===== src/rtl/rei_pkg.sv =====
package rei_pkg;
  localparam int STS_ADDR   = 0;
  localparam int MASK_ADDR  = 1;
  localparam int CNT_BASE   = 4;
  localparam int STS_W      = 8;
  localparam int STS_REI    = 6;
  localparam int EVT_W      = 6;
  localparam int FIELD_HI   = 7;
  localparam int FIELD_LO   = 4;
  localparam int FIELD_W    = FIELD_HI - FIELD_LO + 1;
  localparam int FIELD_MAX  = 8;
  localparam int MAX_BYTES  = 4;
endpackage


===== src/rtl/rei_extract.sv =====
module rei_extract
  import rei_pkg::*;
(
  input  logic               fire_i,
  input  logic [7:0]         g1_i,
  output logic               err_o,
  output logic [FIELD_W-1:0] amt_o
);
  logic [FIELD_W-1:0] field;

  always_comb begin
    field = g1_i[FIELD_HI:FIELD_LO];
    err_o = fire_i && (field != '0) && (field <= FIELD_W'(FIELD_MAX));
    amt_o = err_o ? field : '0;
  end
endmodule


===== src/rtl/rei_err_counter.sv =====
module rei_err_counter
  import rei_pkg::*;
#(
  parameter int CNT_W = 32
) (
  input  logic               clk,
  input  logic               rst_n,
  input  logic               add_en_i,
  input  logic [FIELD_W-1:0] add_val_i,
  input  logic               clr_i,
  output logic [CNT_W-1:0]   cnt_o,
  output logic [CNT_W-1:0]   hold_o
);
  localparam logic [CNT_W-1:0] CNT_MAX = '1;

  logic [CNT_W-1:0] cnt_q, hold_q, base;
  logic [CNT_W:0]   sum;

  always_comb begin
    base = clr_i ? '0 : cnt_q;
    sum  = {1'b0, base} + (CNT_W+1)'(add_en_i ? add_val_i : '0);
  end

  always_ff @(posedge clk or negedge rst_n) begin
    if (!rst_n) begin
      cnt_q  <= '0;
      hold_q <= '0;
    end else begin
      cnt_q <= sum[CNT_W] ? CNT_MAX : sum[CNT_W-1:0];
      if (clr_i) hold_q <= cnt_q;
    end
  end

  assign cnt_o  = cnt_q;
  assign hold_o = hold_q;

  // total only moves upward between clears
  a_r4_no_wrap: assert property (@(posedge clk) disable iff (!rst_n)
    !clr_i |=> cnt_q >= $past(cnt_q));
  // clear without concurrent report leaves zero
  a_r5_clear_zero: assert property (@(posedge clk) disable iff (!rst_n)
    (clr_i && !add_en_i) |=> cnt_q == '0);
  // holding register only changes on a latch
  a_r6_hold_stable: assert property (@(posedge clk) disable iff (!rst_n)
    !clr_i |=> $stable(hold_q));
  // unsaturated accumulation adds the field value
  a_r3_adds_value: assert property (@(posedge clk) disable iff (!rst_n)
    (add_en_i && !clr_i && cnt_q < CNT_MAX - CNT_W'(FIELD_MAX))
      |=> cnt_q == $past(cnt_q) + CNT_W'($past(add_val_i)));
endmodule


===== src/rtl/path_int_status.sv =====
module path_int_status
  import rei_pkg::*;
(
  input  logic             clk,
  input  logic             rst_n,
  input  logic [STS_W-2:0] set_i,
  input  logic             rd_clr_i,
  input  logic             mask_we_i,
  input  logic [STS_W-1:0] mask_d_i,
  output logic [STS_W-1:0] sts_o,
  output logic [STS_W-1:0] mask_o,
  output logic             int_n_o
);
  logic [STS_W-2:0] sts_q, mask_q;

  always_ff @(posedge clk or negedge rst_n) begin
    if (!rst_n) begin
      sts_q  <= '0;
      mask_q <= '0;
    end else begin
      sts_q <= (rd_clr_i ? '0 : sts_q) | set_i;
      if (mask_we_i) mask_q <= mask_d_i[STS_W-2:0];
    end
  end

  assign sts_o   = {1'b0, sts_q};
  assign mask_o  = {1'b0, mask_q};
  assign int_n_o = ~|(sts_q & mask_q);

  for (genvar k = 0; k < STS_W-1; k++) begin : g_sticky
    // an event always leaves its bit set, read or not
    a_r8_event_kept: assert property (@(posedge clk) disable iff (!rst_n)
      set_i[k] |=> sts_q[k]);
    // without read, a set bit stays set
    a_r8_sticky: assert property (@(posedge clk) disable iff (!rst_n)
      (sts_q[k] && !rd_clr_i) |=> sts_q[k]);
  end
  // a read with no new events empties the byte
  a_r8_read_clears: assert property (@(posedge clk) disable iff (!rst_n)
    (rd_clr_i && set_i == '0) |=> sts_q == '0);
endmodule


===== src/rtl/path_rei_monitor.sv =====
module path_rei_monitor
  import rei_pkg::*;
#(
  parameter int CNT_W  = 32,
  parameter int ADDR_W = 3
) (
  input  logic              clk,
  input  logic              rst_n,
  input  logic              g1_valid,
  output logic              g1_ready,
  input  logic [7:0]        g1_data,
  input  logic [EVT_W-1:0]  evt_in,
  input  logic              rd_en,
  input  logic [ADDR_W-1:0] rd_addr,
  output logic [7:0]        rd_data,
  input  logic              wr_en,
  input  logic [ADDR_W-1:0] wr_addr,
  input  logic [7:0]        wr_data,
  output logic              int_n
);
  localparam int NBYTES = CNT_W / 8;

  logic               fire, rei_err, sts_rd, lsb_rd, mask_we;
  logic [FIELD_W-1:0] rei_amt;
  logic [CNT_W-1:0]   cnt, hold;
  logic [31:0]        cnt_pad, hold_pad;
  logic [STS_W-1:0]   sts, mask;
  logic [STS_W-2:0]   sts_set;
  logic [7:0]         rd_next, rd_q;

  assign g1_ready = 1'b1;
  assign fire     = g1_valid && g1_ready;
  assign sts_rd   = rd_en && (rd_addr == ADDR_W'(STS_ADDR));
  assign lsb_rd   = rd_en && (rd_addr == ADDR_W'(CNT_BASE));
  assign mask_we  = wr_en && (wr_addr == ADDR_W'(MASK_ADDR));
  assign sts_set  = {rei_err, evt_in};

  rei_extract u_extract (
    .fire_i (fire),
    .g1_i   (g1_data),
    .err_o  (rei_err),
    .amt_o  (rei_amt)
  );

  rei_err_counter #(.CNT_W(CNT_W)) u_counter (
    .clk       (clk),
    .rst_n     (rst_n),
    .add_en_i  (rei_err),
    .add_val_i (rei_amt),
    .clr_i     (lsb_rd),
    .cnt_o     (cnt),
    .hold_o    (hold)
  );

  path_int_status u_status (
    .clk       (clk),
    .rst_n     (rst_n),
    .set_i     (sts_set),
    .rd_clr_i  (sts_rd),
    .mask_we_i (mask_we),
    .mask_d_i  (wr_data),
    .sts_o     (sts),
    .mask_o    (mask),
    .int_n_o   (int_n)
  );

  assign cnt_pad  = 32'(cnt);
  assign hold_pad = 32'(hold);

  always_comb begin
    rd_next = '0;
    if (rd_addr == ADDR_W'(STS_ADDR))  rd_next = sts;
    if (rd_addr == ADDR_W'(MASK_ADDR)) rd_next = mask;
    if (rd_addr == ADDR_W'(CNT_BASE))  rd_next = cnt_pad[7:0];
    for (int k = 1; k < MAX_BYTES; k++) begin
      if (k < NBYTES && rd_addr == ADDR_W'(CNT_BASE + k))
        rd_next = hold_pad[k*8 +: 8];
    end
  end

  always_ff @(posedge clk or negedge rst_n) begin
    if (!rst_n)     rd_q <= '0;
    else if (rd_en) rd_q <= rd_next;
  end

  assign rd_data = rd_q;

  // out-of-range field never reports an error
  a_r1_field_range: assert property (@(posedge clk) disable iff (!rst_n)
    (fire && g1_data[FIELD_HI:FIELD_LO] > FIELD_W'(FIELD_MAX)) |-> !rei_err);
  // valid report shows up in status bit 6
  a_r2_sets_bit6: assert property (@(posedge clk) disable iff (!rst_n)
    rei_err |=> sts[STS_REI]);
  // bit 7 of a status read is zero
  a_r7_bit7_read: assert property (@(posedge clk) disable iff (!rst_n)
    sts_rd |=> !rd_data[7]);
  // interrupt low only while an enabled bit is pending
  a_r9_int_source: assert property (@(posedge clk) disable iff (!rst_n)
    !int_n |-> (sts & mask) != '0);
  // stream never back-pressures
  a_r10_ready: assert property (@(posedge clk) disable iff (!rst_n)
    g1_valid |-> g1_ready);
endmodule


===== config.mk =====
export PLATFORM = sky130hd
export DESIGN_NAME = path_rei_monitor
export DESIGN_NICKNAME = d
export VERILOG_FILES = /design/src/rtl/rei_pkg.sv /design/src/rtl/rei_extract.sv /design/src/rtl/rei_err_counter.sv /design/src/rtl/path_int_status.sv /design/src/rtl/path_rei_monitor.sv
export SDC_FILE = /design/constraint.sdc
export NUM_CORES = 1
export LEC_CHECK = 0
export BUFFER_PORTS_ARGS = -buffer_cell sky130_fd_sc_hd__buf_4
export CORE_MARGIN = 1.5
export CORE_UTILIZATION = 53
export CTS_CLUSTER_DIAMETER = 120
export DETAILED_ROUTE_END_ITERATION = 12
export PLACE_DENSITY = 0.8
export SYNTH_ARGS = -nofsm -noshare
export SYNTH_HDL_FRONTEND = slang
export SYNTH_SLANG_ARGS = --single-unit
export TNS_END_PERCENT = 5

===== constraint.sdc =====
create_clock -name clk -period 2.35 [get_ports clk]
set_input_delay 0.3525 -clock clk [delete_from_list [all_inputs] [get_ports clk]]
set_output_delay 0.3525 -clock clk [all_outputs]
set_load 0.01 [all_outputs]

==> impl_metrics.csv <==
group,metric,value,unit
status,outcome,"finished clean",
run,maxCapViolCount,0,
global_route,use_met2,38.00,%
cells_and_area,layout-drive-gt1-share,23.83,%
clock_network,cts_max_level,3,
timing,rsz0062_at_grt,"true",
drt,drc_errors,0,
worst_setup_path,path_max_fanout,12,
drt,via_per_inst,5.698,
synth,synthTopCellsByCount,"nand2_1 (103), dfrtp_1 (78), o21ai_0 (26)",
pwr,powerDensity,642.8,nW/µm²
synth,synthXorXnorAreaFrac,5.109,%
global_route,grt_max_degree,43,
global_route,grt_pass1_vias,3270,
synth,synth_compound_area_share,12.04,%
pwr,pwr-share-seq,47.8,%
timing,layout_setup_ws,0.02202,ns
worst_setup_path,critPathCapture,"u_counter.cnt_o[9]",
timing,report.final.slew_viol_count,0,
global_route,track_usage,24.33,%
synth,synth_area_leaders,"dfrtp_1 (47%), nand2_1 (9.4%), xnor2_1 (4.5%)",
synth,synth_simple_gate_area_share,24.15,%
drt,drt_iter0_drc,232,
synth,synthAdderAreaFrac,1.703,%
clock_network,numCtsBuffers,9,
timing,clock_skew,0.009287,ns
placed_design,place_ws,-0.4774,ns
placed_design,placed_area,4659,µm²
worst_setup_path,r2r_slack,0.15,ns
synth,synth_edf_count,0,
global_route,gr-usage-met3,3.936,%
die,start_util,55.82,%
worst_setup_path,ff2ff_path_depth,9,
timing,fin_crit,2.328,ns
clock_network,clk_pin_slew,0.08,ns
clock_network,cts_tree,"yes",
placed_design,dp_hpwl,6.570,mm
worst_setup_path,critPathLaunch,"rd_addr[0]",
pwr,internal-power,2.318,mW
worst_hold_path,hold_path.class,"input pin to flop",
timing,setup_violations,0,
synth,ys_types,51,
synth,syn_nets,474,
synth,avgSynthCellArea,9.436,µm²
clock_network,clock_sink_count,78,
drt,wl_per_cell,16.17,µm
clock_network,clk_latency,0.35,ns
synth,syn_area,4114,µm²
worst_setup_path,setup.worst_path.start_class,"input pin",
synth,synth_area_leader_cell,"dfrtp_1",
drt,ant_nets,0,
placed_design,globalplace.congestion,0.8546,
worst_setup_path,worstPathArrival,2.54,ns
synth,synth_top_family_by_area,"simple AND/OR/NAND/NOR gates",
clock_network,cts-root-buf,"clkbuf_8",
global_route,gr-total-overflow,0,
die,dieArea,8300,µm²
synth,ys_warn_count,0,
worst_setup_path,r2r-start,"u_counter.cnt_o[3]",
worst_setup_path,r2r_end,"u_counter.cnt_o[9]",
synth,synth-async-reset-ratio,100.0,%
cells_and_area,antenna_cells,0,
pwr,swShare,27.19,%
pwr,power.net_switching,0.8655,mW
synth,yosysMostFrequentCell,"nand2_1",
die,rows,31,
cells_and_area,nets,524,
global_route,grt_pass1_wl,16.00,mm
pwr,clkPwrFrac,34.6,%
global_route,met1_usage,34.60,%
global_route,grt_busiest_layer,"met2",
cells_and_area,synthToLayoutAreaGrowth,20.38,%
global_route,antenna_found_initial,0,
timing,fmax,0.4296,GHz
die,io_pins,43,
pwr,leakage,2.256,nW
drt,first_pass_iters,4,
cells_and_area,final_cell_area,4952,µm²
synth,synth_mux_area_share,5.140,%
timing,report.final.hold_viol_count,0,
pwr,combPwrFrac,17.6,%
cells_and_area,fillers,579,
placed_design,port_buffers,36,
worst_setup_path,endpoint_kind,"flop",
synth,synth_flop_cell,"dfrtp_1",
synth,synth-seq-cells,78,
die,die_x,91.11,µm
die,die_y,91.11,µm
worst_setup_path,worstSetupPathType,"input pin to flop",
synth,synth_cells,436,
pwr,vdd_drop_max,0.3507,mV
synth,seq_area_frac_synth,47.45,%
drt,wirelength,9.541,mm
timing,post-route-period-util,99.06,%
worst_setup_path,cp.required,2.56,ns
die,coreArea,7370,µm²
synth,yosysTopAreaCellShare,47.45,%
drt,vias,3362,
clock_network,clockBufferDepth,2,
[cells in the final DEF, fill, tap and decap left out, types with 3 or more instances in the layout]
master    netlist  routed
nand2_1       103     103
dfrtp_1        78      78
buf_4           1      64
o21ai_0        26      22
xnor2_1        21      20
nor2_1         15      15
nand3_1        13      12
o21ai_1        10      12
inv_1          11      11
mux2i_1        11      11
clkbuf_8        0       9
nor2b_1         8       8
a21o_1          7       7
nand4_1         7       7
mux2_2          7       7
o22a_1          7       7
a21boi_0        7       7
o221ai_1        7       7
and3_1          6       6
a21oi_1         6       6
nor4_2          7       6
nor3_2          4       5
nor4_1          4       4
xor2_1          3       3
ha_1            4       3
clkinv_2        0       3
buf_6           1       3
[worst min-delay path by stage]
stage	startpoint	end	slack (ns)	cells after the start
after CTS	evt_in[4]	u_status.sts_q[4]	0.16	2
final	evt_in[4]	u_status.sts_q[4]	0.17	2
after floorplan	rst_n	rd_data[0]	0.06	0
after detailed placement	rst_n	u_counter.cnt_o[22]	0.34	1
after global routing	evt_in[3]	u_status.sts_q[3]	0.16	2
after global placement	rst_n	u_counter.cnt_o[22]	0.34	1
[what timing repair did]
action,CTS,global route
setup endpoints to repair,29,32
setup buffers,1,1
pin swaps,3,3
resized for setup,2,13
hold buffers,1,0
endpoints found under the hold margin,36,0
[cell type report]
| cell class | count | area, µm² | area share, % |
|---|---|---|---|
| multi-input cells | 316 | 2059 | 41.59 |
| flip-flops and latches | 78 | 1952 | 39.41 |
| repair buffers | 70 | 564.3 | 11.39 |
| clock buffers | 10 | 127.6 | 2.577 |
| well taps | 99 | 123.9 | 2.501 |
| clock inverters | 6 | 83.83 | 1.693 |
| inverters | 11 | 41.29 | 0.8338 |
[registers in the layout (all words and copies together) (netlist names)]
name,count
u_counter.cnt_o,32
rd_data,8
u_counter.hold_o,24
u_status.mask_q,7
u_status.sts_q,7
[critical path, cell delays in order]
cell and delay [ns]:
buf_4 0.12, nor4bb_4 0.42, nor2b_1 0.11, ha_1 0.35
buf_4 0.13, o21a_1 0.11, a21oi_1 0.06, buf_4 0.19
nor4bb_1 0.40, xnor2_1 0.17, o21ai_0 0.12
[metrics by stage]
step / util (%) / total power [mW] / TNS, ns / hold slack, ns / instances
2_1_floorplan: - / 1.867 / -11.19 / 0.05691 / 436
3_3_place_gp: 63.23 / 2.067 / -9.942 / 0.3418 / 571
3_5_place_dp: 63.23 / 2.086 / -13.89 / 0.3433 / 571
4_1_cts: 66.47 / 3.174 / 0 / 0.1609 / 589
5_1_grt: 67.20 / 3.332 / -1.025 / 0.1591 / 590
6_report: 67.20 / 3.183 / 0 / 0.1718 / 590
[power by group through the flow]
stage          clock (mW)  sequential (mW)  combinational, mW
2_1_floorplan           0             1.53              0.339
3_3_place_gp            0             1.54              0.526
3_5_place_dp            0             1.55              0.540
4_1_cts              1.11             1.52              0.548
5_1_grt              1.17             1.54              0.625
6_report             1.10             1.52              0.560
[metal layers]
layer / vias up / wire [µm]
li1: 1607 / -
met1: 1642 / 4345
met2: 99 / 4535
met3: 14 / 498
met4: 0 / 162
met5: - / 0
[cells by family after synthesis]
| logic type | Yosys count |
|---|---|
| compound gates | 77 |
| other cells | 1 |
| mux | 19 |
| fa+ha+maj | 5 |
| buf+inv | 42 |
| xor+xnor | 24 |
| flops | 78 |
| simple gates | 190 |
(Power assumes the default switching activity.)
